### config.mk
export PLATFORM = sky130hd
export DESIGN_NAME = bus_phase_arbiter
export DESIGN_NICKNAME = d
export VERILOG_FILES = /design/src/rtl/bus_phase_pkg.sv /design/src/rtl/phase_gen.sv /design/src/rtl/steal_sched.sv /design/src/rtl/addr_mux.sv /design/src/rtl/data_latch.sv /design/src/rtl/bus_phase_arbiter.sv
export SDC_FILE = /design/constraint.sdc
export NUM_CORES = 1
export LEC_CHECK = 0
export ABC_CLOCK_PERIOD_IN_PS = 2100
export BUFFER_PORTS_ARGS = -buffer_cell sky130_fd_sc_hd__buf_4
export CAP_MARGIN = 20
export CORE_ASPECT_RATIO = 0.6
export CORE_MARGIN = 4
export CORE_UTILIZATION = 44
export DETAILED_ROUTE_END_ITERATION = 8
export GPL_ROUTABILITY_DRIVEN = 0
export PLACE_DENSITY = 0.84
export RECOVER_POWER = 50
export SLEW_MARGIN = 20
export SYNTH_ARGS = -nofsm -noshare
export SYNTH_HDL_FRONTEND = slang
export SYNTH_SLANG_ARGS = --single-unit
### constraint.sdc
create_clock -name clk_pix -period 2.1 [get_ports clk_pix]
set_clock_uncertainty 0.05 [all_clocks]
set_input_delay 0.525 -clock clk_pix [delete_from_list [all_inputs] [get_ports clk_pix]]
set_output_delay 0.525 -clock clk_pix [all_outputs]
set_load 0.01 [all_outputs]
### src/rtl/bus_phase_pkg.sv
package bus_phase_pkg;
   typedef enum logic {
      PH_VIDEO = 1'b0,
      PH_SHARED = 1'b1
   } half_e;

   function automatic int unsigned clog2_int(input int unsigned v);
      int unsigned r;
      r = 0;
      while ((1 << r) < v) r++;
      return r;
   endfunction
endpackage

### src/rtl/phase_gen.sv
module phase_gen #(
   parameter int unsigned PIX_PER_CYC = 8,
   localparam int unsigned CNT_W = bus_phase_pkg::clog2_int(PIX_PER_CYC)
) (
   input  logic             clk_pix,
   input  logic             rst_n,
   output logic [CNT_W-1:0] pix_cnt,
   output logic             sys_clk,
   output logic             cyc_last,
   output logic             half_last,
   output logic             grp_sel
);
   logic [CNT_W-1:0] cnt_q;

   always_ff @(posedge clk_pix) begin
      if (!rst_n) cnt_q <= '0;
      else        cnt_q <= cnt_q + 1'b1;
   end

   assign pix_cnt   = cnt_q;
   assign sys_clk   = cnt_q[CNT_W-1];
   assign grp_sel   = cnt_q[CNT_W-2];
   assign cyc_last  = (cnt_q == CNT_W'(PIX_PER_CYC - 1));
   assign half_last = (cnt_q == CNT_W'(PIX_PER_CYC/2 - 1));
endmodule

### src/rtl/steal_sched.sv
module steal_sched #(
   parameter int unsigned LEAD = 3
) (
   input  logic clk_pix,
   input  logic rst_n,
   input  logic cyc_last,
   input  logic fetch_req,
   input  logic sys_clk,
   output logic claim_now,
   output logic bus_avail,
   output logic aec
);
   logic [LEAD-1:0] pend_q;
   logic            claim_q;
   logic [LEAD-1:0] pend_nxt;

   generate
      if (LEAD == 1) begin : g_single
         always_comb pend_nxt = fetch_req;
      end else begin : g_chain
         always_comb pend_nxt = {pend_q[LEAD-2:0], fetch_req};
      end
   endgenerate

   always_ff @(posedge clk_pix) begin
      if (!rst_n) begin
         pend_q  <= '0;
         claim_q <= 1'b0;
      end else if (cyc_last) begin
         pend_q  <= pend_nxt;
         claim_q <= pend_q[LEAD-1];
      end
   end

   assign claim_now = claim_q;
   assign bus_avail = ~(|pend_q | claim_q);
   assign aec       = sys_clk & ~claim_q;
endmodule

### src/rtl/addr_mux.sv
module addr_mux #(
   parameter int unsigned ADDR_W = 14,
   parameter int unsigned MUX_W  = 6,
   parameter int unsigned HI_OFS = 8,
   parameter int unsigned DIR_LO = 6,
   parameter int unsigned DIR_W  = 6,
   parameter int unsigned COL_W  = 10
) (
   input  logic [ADDR_W-1:0] addr,
   input  logic              sel,
   output logic [MUX_W-1:0]  mux_pins,
   output logic [DIR_W-1:0]  dir_pins,
   output logic [COL_W-1:0]  col_pins
);
   generate
      for (genvar i = 0; i < MUX_W; i++) begin : g_mux
         assign mux_pins[i] = sel ? addr[i+HI_OFS] : addr[i];
      end
      for (genvar j = 0; j < DIR_W; j++) begin : g_dir
         assign dir_pins[j] = addr[j+DIR_LO];
      end
   endgenerate
   assign col_pins = addr[COL_W-1:0];
endmodule

### src/rtl/data_latch.sv
module data_latch #(
   parameter int unsigned MEM_W = 8,
   parameter int unsigned COL_D = 4,
   localparam int unsigned DW = MEM_W + COL_D
) (
   input  logic             clk_pix,
   input  logic             rst_n,
   input  logic             take,
   input  logic [MEM_W-1:0] mem_data,
   input  logic [COL_D-1:0] color_data,
   output logic [DW-1:0]    word,
   output logic             valid
);
   always_ff @(posedge clk_pix) begin
      if (!rst_n) begin
         word  <= '0;
         valid <= 1'b0;
      end else begin
         valid <= take;
         if (take) word <= {color_data, mem_data};
      end
   end
endmodule

### src/rtl/bus_phase_arbiter.sv
module bus_phase_arbiter #(
   parameter int unsigned PIX_PER_CYC = 8,
   parameter int unsigned LEAD        = 3,
   parameter int unsigned ADDR_W      = 14,
   parameter int unsigned MUX_W       = 6,
   parameter int unsigned HI_OFS      = 8,
   parameter int unsigned DIR_LO      = 6,
   parameter int unsigned DIR_W       = 6,
   parameter int unsigned COL_W       = 10,
   parameter int unsigned MEM_W       = 8,
   parameter int unsigned COL_D       = 4
) (
   input  logic                     clk_pix,
   input  logic                     rst_n,
   input  logic                     fetch_req,
   input  logic [ADDR_W-1:0]        vid_addr,
   input  logic [MEM_W-1:0]         mem_data,
   input  logic [COL_D-1:0]         color_data,
   output logic                     sys_clk,
   output logic                     bus_avail,
   output logic                     aec,
   output logic                     addr_oe,
   output logic                     addr_sel,
   output logic [MUX_W-1:0]         mux_addr,
   output logic [DIR_W-1:0]         direct_addr,
   output logic [COL_W-1:0]         color_addr,
   output logic [MEM_W+COL_D-1:0]   vid_data,
   output logic                     vid_data_valid
);
   localparam int unsigned CNT_W = bus_phase_pkg::clog2_int(PIX_PER_CYC);

   generate
      if ((1 << CNT_W) != PIX_PER_CYC || PIX_PER_CYC < 4)
         $error("PIX_PER_CYC must be a power of two, at least 4");
      if (LEAD < 1)
         $error("LEAD must be at least 1");
      if (HI_OFS + MUX_W > ADDR_W || DIR_LO + DIR_W > ADDR_W || COL_W > ADDR_W)
         $error("address slices exceed ADDR_W");
   endgenerate

   logic [CNT_W-1:0] pix_cnt;
   logic             cyc_last, half_last, grp_sel, claim_now, take;
   bus_phase_pkg::half_e half;

   phase_gen #(.PIX_PER_CYC(PIX_PER_CYC)) u_phase (
      .clk_pix(clk_pix), .rst_n(rst_n), .pix_cnt(pix_cnt), .sys_clk(sys_clk),
      .cyc_last(cyc_last), .half_last(half_last), .grp_sel(grp_sel)
   );

   assign half = bus_phase_pkg::half_e'(sys_clk);

   steal_sched #(.LEAD(LEAD)) u_sched (
      .clk_pix(clk_pix), .rst_n(rst_n), .cyc_last(cyc_last), .fetch_req(fetch_req),
      .sys_clk(half == bus_phase_pkg::PH_SHARED), .claim_now(claim_now),
      .bus_avail(bus_avail), .aec(aec)
   );

   assign addr_oe  = ~aec;
   assign addr_sel = grp_sel;

   addr_mux #(.ADDR_W(ADDR_W), .MUX_W(MUX_W), .HI_OFS(HI_OFS), .DIR_LO(DIR_LO),
              .DIR_W(DIR_W), .COL_W(COL_W)) u_amux (
      .addr(vid_addr), .sel(grp_sel), .mux_pins(mux_addr),
      .dir_pins(direct_addr), .col_pins(color_addr)
   );

   assign take = half_last | (cyc_last & claim_now);

   data_latch #(.MEM_W(MEM_W), .COL_D(COL_D)) u_dlat (
      .clk_pix(clk_pix), .rst_n(rst_n), .take(take), .mem_data(mem_data),
      .color_data(color_data), .word(vid_data), .valid(vid_data_valid)
   );
endmodule

# Word level (Yosys, flattened, before mapping)
# Index checks and enable logic that the tools add are counted.
# word_totals
reg_bits,20
latch_bits,0
ram_bits,0
romBits,0
input_bits,29
out_inout_bits,40
wordCells,22
mem_count,0
# classes
add_sub_neg,1
multipliers,0
n_div,0
n_lt_le_gt_ge,0
eq_ne,2
n_shift,0
n_mux,6
n_bitwise,7
n_reduce_logical,1
# ops
cell,n
$mux W1,6
$add A3 B1 Y3 const B,1
$eq A3 B2 Y1 const B,1
$eq A3 B3 Y1 const B,1
$not A1 Y1,3
$reduce_or A3 Y1,1
$and A1 B1 Y1,2
$or A1 B1 Y1,2

# Depth between registers and ports, before layout
# Gate-level depths: netlist of the first run.
# depth
depth_word,3
mapped_depth,6
ltp_nobuf,4

# Cells and area by module
# Synthesis of the first run repeated with hierarchy kept, for this count alone.
# hier_totals
hier_cells,93
hier_area_um2,1049.8
# modules_own_cells
mod,instances,cells_each,area_each_um2,seq_area_each_um2
data_latch,1,41,498.0,260.2
addr_mux,1,23,221.5,0.0
steal_sched,1,15,168.9,80.1
phase_gen,1,12,150.1,60.1
bus_phase_arbiter,1,2,11.3,0.0

# Least setup slack after synthesis of the first run
# OpenSTA, ideal clock, no wires.
# synth_timing
kind,register to output
from,"reg u_phase.cnt_q[1], in the netlist u_phase.pix_cnt[1]"
to,out mux_addr[0]
arrival_time_ns,0.920
t_required_ns,1.525
slack_ns,0.605
path_stages_with_launch,3
path_buffers,1
cell_sequence,dfxtp_1 > buf_2 > mux2_2
# synth_between
elab_chain_cells,1
# synth_lines
element,line_no,source
from (decl),phase_gen.sv:13,logic [CNT_W-1:0] cnt_q;
from (signal assigned),phase_gen.sv:17,else cnt_q <= cnt_q + 1'b1;
$mux W1,addr_mux.sv:17,assign mux_pins[i] = sel ? addr[i+HI_OFS] : addr[i];
to (decl),bus_phase_arbiter.sv:24,"output logic [MUX_W-1:0] mux_addr,"
# Every way passes these cells.

# Worst setup path in the final report of the first run
# layout_timing
from,"reg u_phase.cnt_q[1], in the netlist u_phase.pix_cnt[1]"
to,out mux_addr[3]
# Same word-level chain as after synthesis.

==> results of run 1 <==
routing by layer:
layer | wire (um) | up-vias | share of wire
li1 | - | 406 | -
met1 | 973 | 342 | 0.42
met2 | 1210 | 14 | 0.53
met3 | 86 | 4 | 0.037
met4 | 29 | 0 | 0.013
met5 | 0 | - | 0
registers in the layout (all words and copies together) (netlist names):
| signal | count |
|---|---|
| u_dlat.valid | 1 |
| u_phase.pix_cnt | 3 |
| u_sched.claim_now | 1 |
| u_dlat.word | 12 |
| u_sched.pend_q | 3 |
layout by cell type, fill, tap and decap left out:
| master | count |
|---|---|
| a21oi_4 | 1 |
| nor2b_1 | 6 |
| and2_1 | 1 |
| clkbuf_8 | 3 |
| nor4_1 | 1 |
| ha_1 | 3 |
| clkbuf_1 | 24 |
| inv_1 | 2 |
| and2b_2 | 1 |
| mux2_2 | 6 |
| nand2b_1 | 1 |
| buf_4 | 39 |
| dfxtp_1 | 20 |
| nand2_1 | 24 |
| mux2i_1 | 16 |
cells by family (layout without fill, tap and decap cells):
logic type / after synthesis / in the layout / synth area share
AND/OR/NAND/NOR: 34 / 34 / 0.153
buffers and inverters: 24 / 68 / 0.175
multiplexers: 22 / 22 / 0.224
flip-flops: 20 / 20 / 0.395
adder cells (fa/ha/maj): 3 / 3 / 0.0370
AO/OA/AOI/OAI: 1 / 1 / 0.0160
final cells by class:
type	instances	area, um2
multi-input combinational	60	437
sequential	20	400
fill	211	873
tap	30	37.5
clock buffer	3	41.3
inverter	2	7.51
timing repair buffer	63	383
where the power goes:
| part | switching, mW | internal, mW | total [mW] |
|---|---|---|---|
| combinational | 0.0712 | 0.0914 | 0.163 |
| sequential | 0.0118 | 0.393 | 0.405 |
| clock | 0.117 | 0.128 | 0.244 |
| total | 0.200 | 0.612 | 0.812 |
worst max path at each step:
stage                                              from                          end  slack (ns)  cells past startpoint
final                     u_phase.pix_cnt[1]$_SDFF_PN0_                  mux_addr[3]        0.23                      2
after global routing      u_phase.pix_cnt[1]$_SDFF_PN0_  u_dlat.word[9]$_SDFFE_PN0P_        0.17                      5
after CTS                 u_phase.pix_cnt[1]$_SDFF_PN0_                  mux_addr[3]        0.22                      2
after detailed placement  u_phase.pix_cnt[1]$_SDFF_PN0_  u_dlat.word[6]$_SDFFE_PN0P_        0.29                      5
after global placement    u_phase.pix_cnt[1]$_SDFF_PN0_  u_dlat.word[6]$_SDFFE_PN0P_        0.36                      5
after floorplan           u_phase.pix_cnt[1]$_SDFF_PN0_                  mux_addr[0]        0.60                      2
stage by stage:
step,power [mW],hold WS [ns],cells,area (um2)
2_1_floorplan,0.515,0.346,104,1010
3_3_place_gp,0.588,0.368,175,1360
5_1_grt,0.846,0.393,178,1310
4_1_cts,0.838,0.379,178,1400
3_5_place_dp,0.593,0.368,175,1360
6_report,0.812,0.378,178,1310
critical path: stages, from the launching register on:
cell	delay, ns
dfxtp_1	0.51
mux2_2	0.38
buf_4	0.15
==> out/metrics.csv, run 1 <==
metric,value,unit
R2R depth,5,
critical path arrival,1.29,ns
fin worst setup slack,0.232,ns
Die Ht,45.2,um
DR vias,766,
cell with the most instances after synthesis,nand2_1,
CTS Buf Count,3,
Power per Cell Area,621,nW/um2
startpoint class of the critical path,register,
TritonCTS clock tree,built,
synthesized area per cell,9.76,um2
Worst Setup Path Type,register to output pin,
final period demand of the worst path,1.87,ns
Mapped Cells,104,
hold crit path type,register to register,
crit path capture type,output pin,
initial antenna violation count,0,
number of global-route vias before repair,768,
sequential share of the synthesized area,0.395,
port bufs,62,
HP Start,u_phase.pix_cnt[0]$_SDFF_PN0_,
Starting Density,0.466,
Pre-Repair DR Iteration Count,4,
biggest area consumer among synthesized cells,dfxtp_1,
Fin. Hold Viols,0,
first-pass GRT wire length,3440,um
DR iter-0 viols,26,
Max clock buf depth,2,
Netlist cell types,17,
Std-Cell Rows,13,
largest net degree at the start of global routing,33,
Final nets,182,
ANT nets after route,0,
# DRC,0,
grt met1 use,0.152,
RSZ-0062 raised after global routing,no,
H-tree levels,1,
status,"complete, no violations",
final setup fails,0,
cts repair resizes,0,
HPWL after DPL,1890,um
setup bufs post-CTS,0,
Area Overhead vs Synth,28.7,%
Synth Net Count,136,
top-level port count,69,
gr ovfl total,0,
CTS root buffer,clkbuf_8,
Die Footprint,3160,um2
fraction of layout cells with a size suffix above 1,0.338,
Leak,0.634,nW
total core area,2180,um2
diodes inserted,0,
most used flip-flop cell after synthesis,dfxtp_1,
data required time of the worst path,1.52,ns
grt met2 use,0.261,
"Reg clk slew, reported paths",0.07,ns
Ys Warns,0,
Chip Width,70.0,um
post-layout util,0.599,
asr flop ratio synth,0,
Synth top area share,0.395,
"EDFF count, synth",0,
Hold Path Stages,1,
total length of routed wires,2300,um
WL/cell,12.9,um
vias per inst,4.30,
post-place setup slack,0.290,ns
worst-skew pair later-pin latency,0.26,ns
maximum vdd drop,0.000435,V
max_slew headroom,0.267,
Final Max Slew Viols,0,
CTS sink cnt,20,
reg2reg end,u_dlat.word[6]$_SDFFE_PN0P_,
"Max FO, Critical Path",8,
f_max,0.535,GHz
reg2reg start,u_phase.pix_cnt[1]$_SDFF_PN0_,
MaxCap Viol Count,0,
hold worst-path end,u_phase.pix_cnt[0]$_SDFF_PN0_,
hold buffers post-CTS,0,
top post-synthesis cells by area,"dfxtp_1 (39%), mux2i_1 (16%), buf_4 (12%)",
M3 GR Usage,0.0444,
Top Usage Layer GRT,met2,
synth cell count leaders,"nand2_1 (24), dfxtp_1 (20), buf_4 (16), mux2i_1 (16)",
Synth Cell Area,1010,um2
Global Route Usage Sum,0.139,
"FF+latch count, synth",20,
"Period Utilization, post-route",0.889,
flop2flop setup slack,0.28,ns
Fin Setup TNS,0,ns
actual slew at the worst max-slew pin,1.10,ns
Power figures use the tool's default switching activity.
==> run 2, diff against run 1 <==
==> constraint.sdc (replaced) <==
create_clock -name clk_pix -period 2.1 [get_ports clk_pix]
set_clock_uncertainty 0.05 [all_clocks]
set_input_delay 0.525 -clock clk_pix [delete_from_list [all_inputs] [get_ports clk_pix]]
set_output_delay 0.525 -clock clk_pix [all_outputs]
set_load 0.02 [all_outputs]
==> run 2 against run 1 <==
Net effect: design area unchanged; via count up 1.4%; critical path depth did not move; sequential share of layout area is the same; total power rose by 2.7%; sequential cell count is the same; die area unchanged; setup slack worse by 0.0069 ns; critical path type unchanged; largest power group unchanged.
==> out/metrics.csv, run 2 (same netlist as run 1, synthesis figures left out) <==
metric,value,unit,change
DR iter-0 viols,11,,was 26
Starting Density,0.466,,unchanged
initial antenna violation count,0,,unchanged
Global Route Usage Sum,0.137,,was 0.139
"commonest non-fill, non-tap cell in the layout",buf_4,,unchanged
Fin Setup TNS,0,ns,unchanged
status,"complete, no violations",,unchanged
actual slew at the worst max-slew pin,1.10,ns,about the same
Final Max Slew Viols,0,,unchanged
total length of routed wires,2210,um,was 2300 um
max_slew headroom,0.267,,about the same
Pre-Repair DR Iteration Count,4,,unchanged
H-tree levels,1,,unchanged
Die Ht,45.2,um,unchanged
critical path arrival,1.30,ns,was 1.29 ns
CTS root buffer,clkbuf_8,,unchanged
Switching Fraction,0.265,,was 0.246
vias per inst,4.37,,was 4.30
maximum vdd drop,0.000329,V,was 0.000435 V
"Reg clk slew, reported paths",0.06,ns,was 0.07 ns
"Period Utilization, post-route",0.893,,was 0.889
ANT nets after route,0,,unchanged
HPWL after DPL,1870,um,was 1890 um
RSZ-0062 raised after global routing,no,,unchanged
# DRC,0,,unchanged
data required time of the worst path,1.52,ns,about the same
Flop pwr share,0.485,,was 0.499
CTS sink cnt,20,,unchanged
TritonCTS clock tree,built,,unchanged
Clock Power Share,0.284,,was 0.301
top-level port count,69,,unchanged
Std-Cell Rows,13,,unchanged
cts repair resizes,0,,unchanged
port bufs,62,,unchanged
MaxCap Viol Count,0,,unchanged
Chip Width,70.0,um,unchanged
Top reg by flops,u_dlat.word,,unchanged
diodes inserted,0,,unchanged
worst-skew pair later-pin latency,0.25,ns,was 0.26 ns
setup bufs post-CTS,0,,unchanged
most frequent cells in the layout,"buf_4 (39), nand2_1 (24), clkbuf_1 (24)",,unchanged
Area Overhead vs Synth,28.7,%,unchanged
fraction of layout cells with a size suffix above 1,0.338,,unchanged
Leak,0.634,nW,unchanged
Power per Cell Area,638,nW/um2,was 621 nW/um2
WL/cell,12.4,um,was 12.9 um
fillcell total,211,,unchanged
"Max FO, Critical Path",8,,unchanged
Max clock buf depth,2,,unchanged
CTS Buf Count,3,,unchanged
hold crit path type,register to register,,unchanged
gr ovfl total,0,,unchanged
largest net degree at the start of global routing,33,,unchanged
NetSw,221,uW,was 200 uW
final setup fails,0,,unchanged
Final nets,182,,unchanged
f_max,0.533,GHz,was 0.535 GHz
DR vias,777,,was 766
max reg flops,12,,unchanged
Worst Setup Path Type,register to output pin,,unchanged
internal power,612,uW,about the same
number of global-route vias before repair,756,,was 768
total core area,2180,um2,unchanged
Fin. Hold Viols,0,,unchanged
final period demand of the worst path,1.87,ns,about the same
crit path capture type,output pin,,unchanged
hold buffers post-CTS,0,,unchanged
startpoint class of the critical path,register,,unchanged
first-pass GRT wire length,3410,um,was 3440 um
Gate power share,0.231,,was 0.200
WHS,0.384,ns,was 0.378 ns
Die Footprint,3160,um2,unchanged
run 2: area by class of cell:
cell class	count	area (um2)	area share
multi-input combinational	60	437	0.334
inverter	2	7.51	0.00575
timing repair buffer	63	383	0.293
sequential	20	400	0.307
clock buffer	3	41.3	0.0316
tap	30	37.5	0.0287
run 2: power groups by stage:
stage	combinational [mW]	sequential, mW	clock (mW)
floorplan	0.126	0.423	0
detailed placement	0.210	0.414	0
global route	0.207	0.406	0.261
finish	0.192	0.405	0.236
CTS	0.210	0.405	0.247
global placement	0.206	0.412	0
run 2: final timing paths:
check	start	to	slack, ns	cells past startpoint
worst max register to register	u_phase.pix_cnt[1]$_SDFF_PN0_	u_dlat.word[6]$_SDFFE_PN0P_	0.27	5
worst min-delay path	u_phase.pix_cnt[0]$_SDFF_PN0_	u_phase.pix_cnt[0]$_SDFF_PN0_	0.38	1
worst min register to register	u_phase.pix_cnt[0]$_SDFF_PN0_	u_phase.pix_cnt[0]$_SDFF_PN0_	0.38	1
worst max-delay path	u_phase.pix_cnt[1]$_SDFF_PN0_	mux_addr[3]	0.23	2
run 2: per-layer routing:
metal  up-vias  part of all wire  routed length [um]  GRT usage
li1        405                 -                   -          -
met1       351              0.41                 899      0.155
met2        15              0.53                1170      0.240
met3         6             0.044                  96     0.0511
met4         0             0.019                  42     0.0534
met5         -                 0                   0          0
run 2: per-stage QoR:
stage                     area, um2  power (mW)  utilization  setup slack, ns  cells
after floorplan                1010       0.549            -            0.485    104
after global placement         1360       0.618        0.622            0.356    175
after detailed placement       1360       0.624        0.622            0.276    175
after CTS                      1400       0.863        0.641            0.214    178
after global routing           1310       0.874        0.599            0.153    178
final                          1310       0.834        0.599            0.225    178
run 2: critical path, stage by stage, from the launching register on:
cell and delay [ns]:
dfxtp_1 0.51, mux2_2 0.38, buf_4 0.16
